$ cat src/rtl/wdw_pkg.sv
package wdw_pkg;
   localparam logic [1:0] ADDR_REFRESH = 2'd0;
   localparam logic [1:0] ADDR_STATUS  = 2'd1;
   localparam logic [1:0] ADDR_PROTECT = 2'd2;

   localparam logic [7:0] KEY_FIRST  = 8'h00;
   localparam logic [7:0] KEY_SECOND = 8'hFF;

   typedef enum logic {
      KEY_IDLE  = 1'b0,
      KEY_ARMED = 1'b1
   } key_state_t;
endpackage

$ cat src/rtl/wdw_counter.sv
module wdw_counter #(
   parameter int CNT_W     = 16,
   parameter int LOG2_MIN  = 6,
   parameter int LOG2_STEP = 3
) (
   input  logic             clk,
   input  logic             rst_n,
   input  logic             tick,
   input  logic             run,
   input  logic [1:0]       cfg_sel,
   input  logic             reload_req,
   output logic [CNT_W-1:0] cnt,
   output logic             underflow
);
   localparam int N_SEL = 4;

   logic [CNT_W-1:0] opt [N_SEL];
   logic [CNT_W-1:0] reload_val;

   for (genvar g = 0; g < N_SEL; g++) begin : g_opt
      localparam int SH = LOG2_MIN + g * LOG2_STEP;
      if (SH < 1 || SH > CNT_W) begin : g_bad
         $error("wdw_counter: reload exponent out of range for CNT_W");
      end
      assign opt[g] = {CNT_W{1'b1}} >> (CNT_W - SH);
   end

   assign reload_val = opt[cfg_sel];
   assign underflow  = run & tick & (cnt == '0);

   always_ff @(posedge clk or negedge rst_n) begin
      if (!rst_n)                            cnt <= '0;
      else if (!run || reload_req || underflow) cnt <= reload_val;
      else if (tick)                         cnt <= cnt - 1'b1;
   end

   assert_stopped_holds_R1: assert property (@(posedge clk) disable iff (!rst_n)
      !run |=> (cnt == $past(reload_val)));
   assert_tick_steps_R1: assert property (@(posedge clk) disable iff (!rst_n)
      (run && tick && !reload_req && cnt != '0) |=> (cnt == $past(cnt) - 1'b1));
endmodule

$ cat src/rtl/wdw_key.sv
module wdw_key
   import wdw_pkg::*;
#(
   parameter int CNT_W = 16
) (
   input  logic             clk,
   input  logic             rst_n,
   input  logic             run,
   input  logic [CNT_W-1:0] cnt,
   input  logic [CNT_W-1:0] win_lo,
   input  logic [CNT_W-1:0] win_hi,
   input  logic             wr_refresh,
   input  logic [7:0]       wdata,
   output logic             refresh_ok,
   output logic             illegal
);
   key_state_t st;
   logic       in_win;
   logic       wr_live;

   assign in_win     = (cnt >= win_lo) && (cnt <= win_hi);
   assign wr_live    = wr_refresh & run;
   assign illegal    = wr_live & ~in_win;
   assign refresh_ok = wr_live & in_win & (st == KEY_ARMED) & (wdata == KEY_SECOND);

   always_ff @(posedge clk or negedge rst_n) begin
      if (!rst_n)                  st <= KEY_IDLE;
      else if (!run)               st <= KEY_IDLE;
      else if (wr_live) begin
         if (in_win && wdata == KEY_FIRST) st <= KEY_ARMED;
         else                              st <= KEY_IDLE;
      end
   end

   assert_refresh_in_window_R2: assert property (@(posedge clk) disable iff (!rst_n)
      refresh_ok |-> (cnt >= win_lo && cnt <= win_hi));
   assert_stopped_quiet_R10: assert property (@(posedge clk) disable iff (!rst_n)
      !run |-> (!refresh_ok && !illegal));
   assert_key_needs_first_R3: assert property (@(posedge clk) disable iff (!rst_n)
      refresh_ok |-> $past(wr_refresh && wdata == KEY_FIRST));
endmodule

$ cat src/rtl/wdw_ctrl.sv
module wdw_ctrl #(
   parameter int RST_CYC = 8
) (
   input  logic       clk,
   input  logic       rst_n,
   input  logic       tick,
   input  logic       prot_src,
   input  logic       viol_evt,
   input  logic       wr_status,
   input  logic       wr_protect,
   input  logic [1:0] status_wd,
   input  logic       protect_wd,
   output logic       flag,
   output logic       mode,
   output logic       prot_en,
   output logic       irq,
   output logic       rst_req
);
   logic tick_seen;

   if (RST_CYC < 1) begin : g_bad
      $error("wdw_ctrl: RST_CYC must be at least 1");
   end

   always_ff @(posedge clk or negedge rst_n) begin
      if (!rst_n) begin
         flag      <= 1'b0;
         mode      <= 1'b0;
         prot_en   <= 1'b0;
         tick_seen <= 1'b0;
         irq       <= 1'b0;
      end else begin
         irq <= viol_evt & ~mode;
         if (prot_src || (wr_status && prot_en && status_wd[1])) mode <= 1'b1;
         if (wr_protect) prot_en <= protect_wd;
         if (viol_evt && !mode) begin
            flag      <= 1'b1;
            tick_seen <= 1'b0;
         end else begin
            if (flag && tick) tick_seen <= 1'b1;
            if (wr_status && !status_wd[0] && tick_seen) flag <= 1'b0;
         end
      end
   end

   if (RST_CYC == 1) begin : g_rst_single
      always_ff @(posedge clk or negedge rst_n) begin
         if (!rst_n) rst_req <= 1'b0;
         else        rst_req <= viol_evt & mode;
      end
   end else begin : g_rst_stretch
      localparam int RW = $clog2(RST_CYC + 1);
      logic [RW-1:0] rcnt;
      always_ff @(posedge clk or negedge rst_n) begin
         if (!rst_n)                rcnt <= '0;
         else if (viol_evt && mode) rcnt <= RW'(RST_CYC);
         else if (rcnt != '0)       rcnt <= rcnt - 1'b1;
      end
      assign rst_req = (rcnt != '0);
   end

   assert_irq_with_flag_R5: assert property (@(posedge clk) disable iff (!rst_n)
      irq |-> flag);
   assert_flag_clear_by_write_R6: assert property (@(posedge clk) disable iff (!rst_n)
      $fell(flag) |-> $past(wr_status));
   assert_mode_sticky_R7: assert property (@(posedge clk) disable iff (!rst_n)
      mode |=> mode);
   assert_prot_forces_mode_R8: assert property (@(posedge clk) disable iff (!rst_n)
      prot_src |=> mode);
   assert_rst_only_reset_mode_R9: assert property (@(posedge clk) disable iff (!rst_n)
      rst_req |-> (mode && !irq));
endmodule

$ cat src/rtl/wdw_top.sv
module wdw_top
   import wdw_pkg::*;
#(
   parameter int CNT_W     = 16,
   parameter int LOG2_MIN  = 6,
   parameter int LOG2_STEP = 3,
   parameter int RST_CYC   = 8
) (
   input  logic             clk,
   input  logic             rst_n,
   input  logic             tick,
   input  logic             run,
   input  logic             prot_src,
   input  logic [1:0]       cfg_sel,
   input  logic [CNT_W-1:0] win_lo,
   input  logic [CNT_W-1:0] win_hi,
   input  logic             bus_wr,
   input  logic [1:0]       bus_addr,
   input  logic [7:0]       bus_wdata,
   output logic [7:0]       bus_rdata,
   output logic             irq,
   output logic             rst_req
);
   logic [CNT_W-1:0] cnt;
   logic             underflow, refresh_ok, illegal, viol_evt;
   logic             flag, mode, prot_en;
   logic             wr_refresh, wr_status, wr_protect;

   assign wr_refresh = bus_wr && (bus_addr == ADDR_REFRESH);
   assign wr_status  = bus_wr && (bus_addr == ADDR_STATUS);
   assign wr_protect = bus_wr && (bus_addr == ADDR_PROTECT);
   assign viol_evt   = underflow | illegal;

   wdw_counter #(.CNT_W(CNT_W), .LOG2_MIN(LOG2_MIN), .LOG2_STEP(LOG2_STEP)) u_cnt (
      .clk(clk), .rst_n(rst_n), .tick(tick), .run(run), .cfg_sel(cfg_sel),
      .reload_req(refresh_ok | illegal), .cnt(cnt), .underflow(underflow));

   wdw_key #(.CNT_W(CNT_W)) u_key (
      .clk(clk), .rst_n(rst_n), .run(run), .cnt(cnt), .win_lo(win_lo), .win_hi(win_hi),
      .wr_refresh(wr_refresh), .wdata(bus_wdata), .refresh_ok(refresh_ok), .illegal(illegal));

   wdw_ctrl #(.RST_CYC(RST_CYC)) u_ctrl (
      .clk(clk), .rst_n(rst_n), .tick(tick), .prot_src(prot_src), .viol_evt(viol_evt),
      .wr_status(wr_status), .wr_protect(wr_protect), .status_wd(bus_wdata[1:0]),
      .protect_wd(bus_wdata[0]), .flag(flag), .mode(mode), .prot_en(prot_en),
      .irq(irq), .rst_req(rst_req));

   always_comb begin
      case (bus_addr)
         ADDR_STATUS:  bus_rdata = {6'b0, mode, flag};
         ADDR_PROTECT: bus_rdata = {7'b0, prot_en};
         default:      bus_rdata = 8'h00;
      endcase
   end

   assert_violation_reloads_R4: assert property (@(posedge clk) disable iff (!rst_n)
      illegal |-> !refresh_ok);
   assert_single_response_R9: assert property (@(posedge clk) disable iff (!rst_n)
      !(irq && rst_req));
endmodule

$ cat config.mk
export PLATFORM = sky130hd
export DESIGN_NAME = wdw_top
export DESIGN_NICKNAME = d
export VERILOG_FILES = /design/src/rtl/wdw_pkg.sv /design/src/rtl/wdw_counter.sv /design/src/rtl/wdw_key.sv /design/src/rtl/wdw_ctrl.sv /design/src/rtl/wdw_top.sv
export SDC_FILE = /design/constraint.sdc
export NUM_CORES = 1
export LEC_CHECK = 0
export BUFFER_PORTS_ARGS = -buffer_cell sky130_fd_sc_hd__buf_2
export CAP_MARGIN = 5
export CORE_MARGIN = 2
export CORE_UTILIZATION = 55
export CTS_BUF_LIST = sky130_fd_sc_hd__clkbuf_8
export CTS_CLUSTER_SIZE = 12
export DETAILED_ROUTE_END_ITERATION = 7
export PLACE_DENSITY = 0.86
export SYNTH_ARGS = -nofsm -noshare
export SYNTH_HDL_FRONTEND = slang
export SYNTH_SLANG_ARGS = --single-unit
$ cat constraint.sdc
create_clock -name clk -period 7.1 [get_ports clk]
set_input_delay 1.42 -clock clk [delete_from_list [all_inputs] [get_ports clk]]
set_output_delay 1.42 -clock clk [all_outputs]
set_load 0.03 [all_outputs]
# Word level (Yosys, flattened, before mapping)
# Index checks and enable logic that the tools add are counted.
totals:
  register_bits: 26
  in_bits: 50
  wordCells: 71
classes:
  add_sub_neg: 2
  magnitude_cmp: 3
  eq_ne: 4
  muxes: 15
  n_bitwise: 13
  reduce_logical: 26
ops:
  columns: ["cell", "n"]
  rows:
  - ["16-bit two-way mux", 4]
  - ["16-bit binary-select mux with 2-bit select", 1]
  - ["16-bit greater-or-equal comparator", 1]
  - ["16-bit less-or-equal comparator", 1]
  - ["16-bit logical NOT", 1]
  - ["16-bit by 1-bit subtractor with 16-bit output, second input constant", 1]
  - ["1-bit logical AND", 12]
  - ["1-bit AND", 8]
  - ["8-bit equality test, second input constant", 1]
  - ["8-bit logical NOT", 1]
  - ["4-bit two-way mux", 2]
  - ["2-bit nonzero test", 4]
  - ["1-bit two-way mux", 7]
  - ["2-bit case mux with 2 select lines", 1]
  - ["4-bit nonzero test", 1]
  - ["4-bit by 1-bit subtractor with 4-bit output, second input constant", 1]
  - ["3-bit greater-or-equal comparator, second input constant", 1]
  - ["1-bit logical NOT", 3]
  - ["1-bit logical OR", 3]
  - ["2-bit inverter with 3-bit output", 1]
  - ["2-bit by 1-bit equality test with 1-bit output, second input constant", 1]
  - ["2-bit equality test, second input constant", 1]
  - ["2-bit logical NOT", 1]
  - ["2-bit by 1-bit != test with 1-bit output, second input constant", 1]
  - ["2 further kinds", 4]

# Logic depth before layout (Yosys ltp)
# Gate-level depths: netlist of run 1.
depth:
  word_depth: 10
  mapped_depth: 9
  mapped_depth_nobuf: 8

# By module
# A second synthesis of run 1 with hierarchy kept.
hier_totals:
  hier_cells: 259
  hier_area_um2: 2354.8
modules_own_cells:
  columns: ["module", "instances", "cells_per_inst", "area_each_um2", "seq_area_each_um2"]
  rows:
  - ["wdw_key", 1, 121, 894.6, 25.0]
  - ["wdw_counter", 1, 85, 883.3, 400.4]
  - ["wdw_ctrl", 1, 33, 422.9, 225.2]
  - ["wdw_top", 1, 20, 153.9, 0.0]

# Worst setup path before layout of run 1
# Ideal clock, no wire load.
synth_path:
  path_kind: "in2out"
  from: "in bus_addr[0]"
  to: "out bus_rdata[0]"
  arrival_time_ps: 2184
  required_ps: 5680
  slack_ps: 3496
  cell_stages: 3
  cell_sequence: "inv_1 ha_1 nor2b_1"
synth_via:
  elab_chain_len: 2
  elab_cells_between_ends: 3
  cone_classes: "eq/ne (2); mux (1)"
synth_lines:
  columns: ["element", "line", "rtl"]
  rows:
  - ["start, declared", "wdw_top.sv:18", "input logic [1:0] bus_addr,"]
  - ["2-bit equality test or 2-bit by 1-bit equality test with 1-bit output (tied branches)", "wdw_top.sv:49", "case (bus_addr)"]
  - ["2-bit case mux with 2 select lines (*)", "wdw_top.sv:49", null]
  - ["end, declared", "wdw_top.sv:20", "output logic [7:0] bus_rdata,"]
# Every way passes the cells marked *; elsewhere a longest branch is shown, timed or not.

# Worst setup path after layout of run 1
layout_path:
  from: "in win_hi[5]"
  to: "reg u_cnt.cnt[11]"
layout_via:
  elab_chain_len: 9
  elab_cells_between_ends: 12
  cone_classes: "order compare (1); mux (1); bitwise (6); reduce/logical (4)"
layout_lines:
  columns: ["element", "line", "rtl"]
  rows:
  - ["start, declared", "wdw_top.sv:16", "input logic [CNT_W-1:0] win_hi,"]
  - ["16-bit less-or-equal comparator (*)", "wdw_key.sv:21", "assign in_win = (cnt >= win_lo) && (cnt <= win_hi);"]
  - ["1-bit logical AND (*)", "wdw_key.sv:21", null]
  - ["1-bit AND (3 in series)", "wdw_key.sv:24", "assign refresh_ok = wr_live & in_win & (st == KEY_ARMED) & (wdata == KEY_SECOND);"]
  - ["1-bit bitwise OR (*)", "wdw_top.sv:36", ".reload_req(refresh_ok | illegal), .cnt(cnt), .underflow(underflow));"]
  - ["1-bit logical OR (*) (2 in series)", "wdw_counter.sv:33", "else if (!run || reload_req || underflow) cnt <= reload_val;"]
  - ["16-bit two-way mux or 2-bit nonzero test (tied branches)", null, null]
  - ["end signal, assigned", "wdw_counter.sv:33", null]
  - ["end signal, assigned", "wdw_counter.sv:34", "else if (tick) cnt <= cnt - 1'b1;"]
  - ["end, declared", "wdw_counter.sv:12", "output logic [CNT_W-1:0] cnt,"]
# Marked as above.
# A chain may end at the register's enable or synchronous reset.

==> impl_metrics.tcl, run 1 <==
set metrics [dict create \
    status "finished, final reports clean" \
    via_per_inst 5.52 \
    die_h_um 69.1 \
    routed_wl_um 5190 \
    cap_violations 0 \
    fp.coreArea_um2 4030 \
    dr.pass1.iters 4 \
    synth_edf_count 0 \
    p_switching_w 0.000156 \
    clkTransAtPathRegs_ns 0.09 \
    synth_area_um2 2330 \
    power.density_nw_per_um2 168 \
    seq_area_um2 651 \
    ios 60 \
    path_max_fanout 16 \
    worst_slew_pin_slew_ns 0.861 \
    cts_made_buffers 3 \
    grt_max_degree 27 \
    cts_sinks 26 \
    hold_class "flop to flop" \
    critPathArrivalTime_ns 3.86 \
    place_congestion 0.835 \
    initial_core_util_pct 57.9 \
    fp-row-count 23 \
    port_buffers 53 \
    overflow 0 \
    seqPwrFrac_pct 42.8 \
    layout_min_cycle_time_ns 3.69 \
    cts_tree "yes" \
    grt_pass1_wl_um 9180 \
    nFillCells 333 \
    synth-seq-cells 26 \
    clockPowerShare_pct 22.1 \
    layout_commonest_cell "buf_2" \
    areaGrowthSynthToFinish_pct 14.4 \
    grt_setup_unrepaired "false" \
    syn_inst 265 \
    tns_ns 0 \
    ant_nets 0 \
    endpoint_kind "flop" \
    die_area_um2 4780 \
    clk_latency_ns 0.28 \
    hold_viol_final 0 \
    antenna_found_initial 0 \
    cts-root-buf "clkbuf_8" \
    synth_cell_types 48 \
    fin_crit_sh_pct 51.9 \
    setup_viol 0 \
    fin_ws_ns 3.41 \
    cts_hold_buf 0 \
    multi_input_area_um2 1490 \
    peakVddDrop_v 0.0000892 \
    yosys_warnings 0 \
    initialDrtViolationCount 97 \
    grt_pass1_vias 2054 \
    post_cts_buffers 0 \
    swShare_pct 34.9 \
    drcViolationCount 0 \
    intPower_w 0.000292 \
    slew_viol_final 0 \
    power_w 0.000448 \
    num_vias 2031 \
    max_freq_mhz 271 \
    skew_ns 0.00576 \
    grt_usage_pct 23.2 \
    nets 407 \
    cts_max_path_buffers 2 \
    async_flop_share_pct 100 \
    seq_area_frac_synth_pct 27.9 \
    synthFlopType "dfrtp_1" \
    dp_hpwl_um 4180 \
    post_cts_resized 0 \
    drive_above_1_share_pct 21.7 \
    share_comb_of_total_power_pct 35.0 \
    cts_max_level 1 \
    criticalPathCategory "input port to flop" \
    slew_headroom_pct 42.6 \
    place_ws_ns 3.18 \
    avgSynthCellArea_um2 8.81 \
    final_cell_mix "buf_2, inv_1, ha_1" \
    crit_path_start_kind "input port" \
    diodes 0 \
    die_w_um 69.1 \
    routedWlPerCell_um 14.1 \
    leakage_nw 1.39 \
    required_ns 7.27 \
]
## synthesized netlist by cell type, types with 5 or more instances
cell     instances  area, um2
and2_1           5       31.3
ha_1            38        475
nor2_1          12       45.0
a21oi_1         15       75.1
nand3_1          6       30.0
nand2_1         26       97.6
buf_4            6       45.0
dfrtp_1         26        651
nand4_1         10       62.6
inv_1           38        143
xnor2_1          8       70.1
xor2_1           7       61.3
nor4_1           5       31.3
o21ai_0          6       30.0
mux2i_1          6       60.1
## cell families (layout without fill, tap and decap cells)
kind of cell | after synthesis | count (layout) | share of synthesized area, %
flip-flops | 26 | 26 | 27.9
adder cells (fa/ha/maj) | 38 | 38 | 20.4
AND/OR/NAND/NOR | 91 | 91 | 21.4
AO/OA/AOI/OAI | 37 | 37 | 11.1
buffers and inverters | 47 | 95 | 8.90
multiplexers | 10 | 10 | 4.50
other | 1 | 6 | 0.161
XOR/XNOR | 15 | 15 | 5.63
## layer usage
layer / vias up / routed length, um / part of all wire, % / global-route usage [%]
met5: - / 0 / 0 / 0
met4: 0 / 57 / 1.1 / 6.75
met3: 8 / 206 / 4.0 / 2.34
met2: 55 / 2680 / 52 / 42.2
met1: 946 / 2250 / 43 / 29.0
li1: 1022 / - / - / -
## stage by stage
stage | utilization (%) | instances | area (um2) | hold WS, ns
2_1_floorplan | - | 270 | 2350 | 0.480
3_3_place_gp | 64.9 | 364 | 2620 | 0.503
3_5_place_dp | 64.9 | 364 | 2620 | 0.512
4_1_cts | 66.3 | 368 | 2670 | 0.534
5_1_grt | 66.3 | 368 | 2670 | 0.566
6_report | 66.3 | 368 | 2670 | 0.539
## power groups by stage
stage          registers, W  clock network (W)  logic, W
4_1_cts            0.000192          0.0000988  0.000158
5_1_grt            0.000195           0.000104  0.000182
6_report           0.000192          0.0000990  0.000157
2_1_floorplan      0.000188                  0  0.000117
3_5_place_dp       0.000195                  0  0.000156
3_3_place_gp       0.000193                  0  0.000149
## final cells by class
class	count	area share [%]
Inverter	38	5.34
Clock buffer	4	2.06
Tap cell	50	2.34
Timing Repair Buffer	53	9.93
Multi-Input combinational cell	197	56.0
Sequential cell	26	24.4
## path summary, 6_finish.rpt
check / from / endpoint / slack (ns) / cells after the start
max: win_hi[5] / u_cnt.cnt[11] / 3.41 / 9
min in group asynchronous: rst_n / u_cnt.cnt[12] / 1.13 / 1
min reg2reg: u_ctrl.g_rst_stretch.rcnt[3] / u_ctrl.g_rst_stretch.rcnt[3] / 0.54 / 2
max reg2reg: u_cnt.cnt[7] / u_cnt.cnt[11] / 4.19 / 7
min: u_ctrl.g_rst_stretch.rcnt[3] / u_ctrl.g_rst_stretch.rcnt[3] / 0.54 / 2
max in group asynchronous: rst_n / u_ctrl.g_rst_stretch.rcnt[2] / 5.57 / 1
## flip-flops by register name, summed over array words and instances (netlist names)
name / count
u_cnt.cnt: 16
u_ctrl.flag: 1
u_ctrl.g_rst_stretch.rcnt: 4
u_ctrl.irq: 1
u_ctrl.mode: 1
u_ctrl.prot_en: 1
u_ctrl.tick_seen: 1
u_key.st: 1
## worst max-delay path, stage by stage
cell and delay (ns):
buf_2 0.08, inv_1 0.04, ha_1 0.30, a21oi_1 0.15, o21ai_0 0.12, a221oi_1 0.38, nand3_1 0.19, a221oi_4 0.76
mux2_2 0.42
No activity file was read; power rests on OpenSTA's default activity.
==> inputs of run 2 (changes only) <==
==> constraint.sdc (replaced) <==
create_clock -name clk -period 3.6 [get_ports clk]
set_input_delay 0.72 -clock clk [delete_from_list [all_inputs] [get_ports clk]]
set_output_delay 0.72 -clock clk [all_outputs]
set_load 0.03 [all_outputs]
==> impl_metrics.tcl, run 2 (synthesis gave the netlist of run 1 again) <==
set metrics [dict create \
    slew_viol_final 0 \
    dr.pass1.iters 4 \
    grt_pass1_vias 2060 \
    reg2reg_slack_ns 0.85 \
    cts_max_path_buffers 2 \
    cts_max_level 1 \
    peakVddDrop_v 0.000153 \
    post_cts_resized 0 \
    antenna_found_initial 0 \
    slew_headroom_pct 57.3 \
    place_congestion 0.892 \
    ant_nets 0 \
    via_per_inst 5.50 \
    setup_viol 0 \
    grt_usage_pct 22.3 \
    crit_chain "buf_2, inv_1, ha_1, a21oi_1, o21ai_0, a221oi_1, nand3_1, a221oi_4, buf_4, mux2i_1" \
    final_cell_mix "buf_2, inv_1, ha_1" \
    cp-startpoint "win_hi[5]" \
    largest_register "u_cnt.cnt" \
    diodes 0 \
    critPathArrivalTime_ns 3.00 \
    largestRegisters "u_cnt.cnt: 16 flops, u_ctrl.g_rst_stretch.rcnt: 4 flops" \
    crit_path_start_kind "input port" \
    num_vias 2028 \
    clkTransAtPathRegs_ns 0.09 \
    path_max_fanout 11 \
    hold_viol_final 0 \
    drive_above_1_share_pct 21.9 \
    status "finished, final reports clean" \
    grt_pass1_wl_um 8850 \
    largest_reg_flops 16 \
    leakage_nw 1.39 \
    r2r_start "u_cnt.cnt[7]" \
    fp-row-count 23 \
    dp_hpwl_um 4160 \
    ios 60 \
    grt_setup_unrepaired "false" \
    critPathMaxStageDelay_ns 0.60 \
    routedWlPerCell_um 13.6 \
    power.density_nw_per_um2 317 \
    dp_cells 366 \
    fp.coreArea_um2 4030 \
    grt_max_degree 27 \
    die_h_um 69.1 \
    initial_core_util_pct 57.9 \
    criticalPathCategory "input port to flop" \
    slowest_stage "a221oi_4" \
    required_ns 3.80 \
    clk_latency_ns 0.27 \
    cts-root-buf "clkbuf_8" \
    nets 409 \
    cts_hold_buf 0 \
    cap_violations 0 \
    skew_ns 0.00673 \
    overflow 0 \
    die_w_um 69.1 \
    final_cells 369 \
    worst_slew_pin_slew_ns 0.640 \
    power_w 0.000848 \
    final_cell_area_um2 2670 \
    areaGrowthSynthToFinish_pct 14.5 \
    max_freq_mhz 356 \
    routed_wl_um 5020 \
    initialDrtViolationCount 68 \
    cts_sinks 26 \
    fin_crit_sh_pct 78.0 \
    layout_min_cycle_time_ns 2.81 \
    cts_tree "yes" \
    drcViolationCount 0 \
    place_area_um2 2630 \
    port_buffers 53 \
    layout_commonest_cell "buf_2" \
    post_cts_buffers 0 \
    cts_made_buffers 3 \
    tns_ns 0 \
    die_area_um2 4780 \
    endpoint_kind "flop" \
    hold_class "input port to asynchronous set/reset pin" \
]
## run 2: cell count changes in the layout (fill, tap and decap cells not counted), sizes merged
cell	before	now
clkbuf	4	3
buf	53	55
## run 2: per-stage QoR
stage	setup slack [ns]	hold WS (ns)	util, %
3_3_place_gp	0.615	0.505	65.3
5_1_grt	0.542	0.479	66.3
6_report	0.792	0.433	66.3
4_1_cts	0.793	0.466	66.3
3_5_place_dp	0.511	0.522	65.3
2_1_floorplan	0.941	0.424	-
## run 2: final cells by class
type | instances | area, um2
timing repair buffer | 55 | 280
multi-input combinational | 197 | 1490
clock buffer | 3 | 41.3
fill | 348 | 1360
inverter | 38 | 143
sequential | 26 | 651
tap | 50 | 62.6
## run 2: metal layers
layer  vias to the layer above  part of all wire, %  track usage [%]
met5                         -                    0                0
met4                         0                  2.3             6.75
met3                        15                  3.9             2.19
met2                        48                   48             38.9
met1                       942                   45             29.0
li1                       1023                    -                -
## run 2: worst paths after layout
path,end,depth (start not counted)
max,u_cnt.cnt[6],10
min,u_cnt.cnt[12],1
max reg2reg,u_cnt.cnt[6],8
min reg2reg,u_ctrl.g_rst_stretch.rcnt[3],2
max in group asynchronous,u_ctrl.g_rst_stretch.rcnt[0],1
min in group clk,u_ctrl.g_rst_stretch.rcnt[3],2
## run 2: where the power goes
group,leakage (nW),switching (W),internal [W],total (W)
Sequential,0.293,0.0000405,0.000336,0.000376
Clock,0.0216,0.0000893,0.0000750,0.000164
Combinational,1.08,0.000165,0.000142,0.000307
Total,1.39,0.000295,0.000553,0.000848
## run 2: critical path, delay by kind of cell
| kind | cells | cell delay, ns |
|---|---|---|
| AO/OA/AOI/OAI | 4 | 1.23 |
| buffers and inverters | 3 | 0.36 |
| multiplexers | 1 | 0.20 |
| AND/OR/NAND/NOR | 1 | 0.18 |
| adder cells (fa/ha/maj) | 1 | 0.30 |
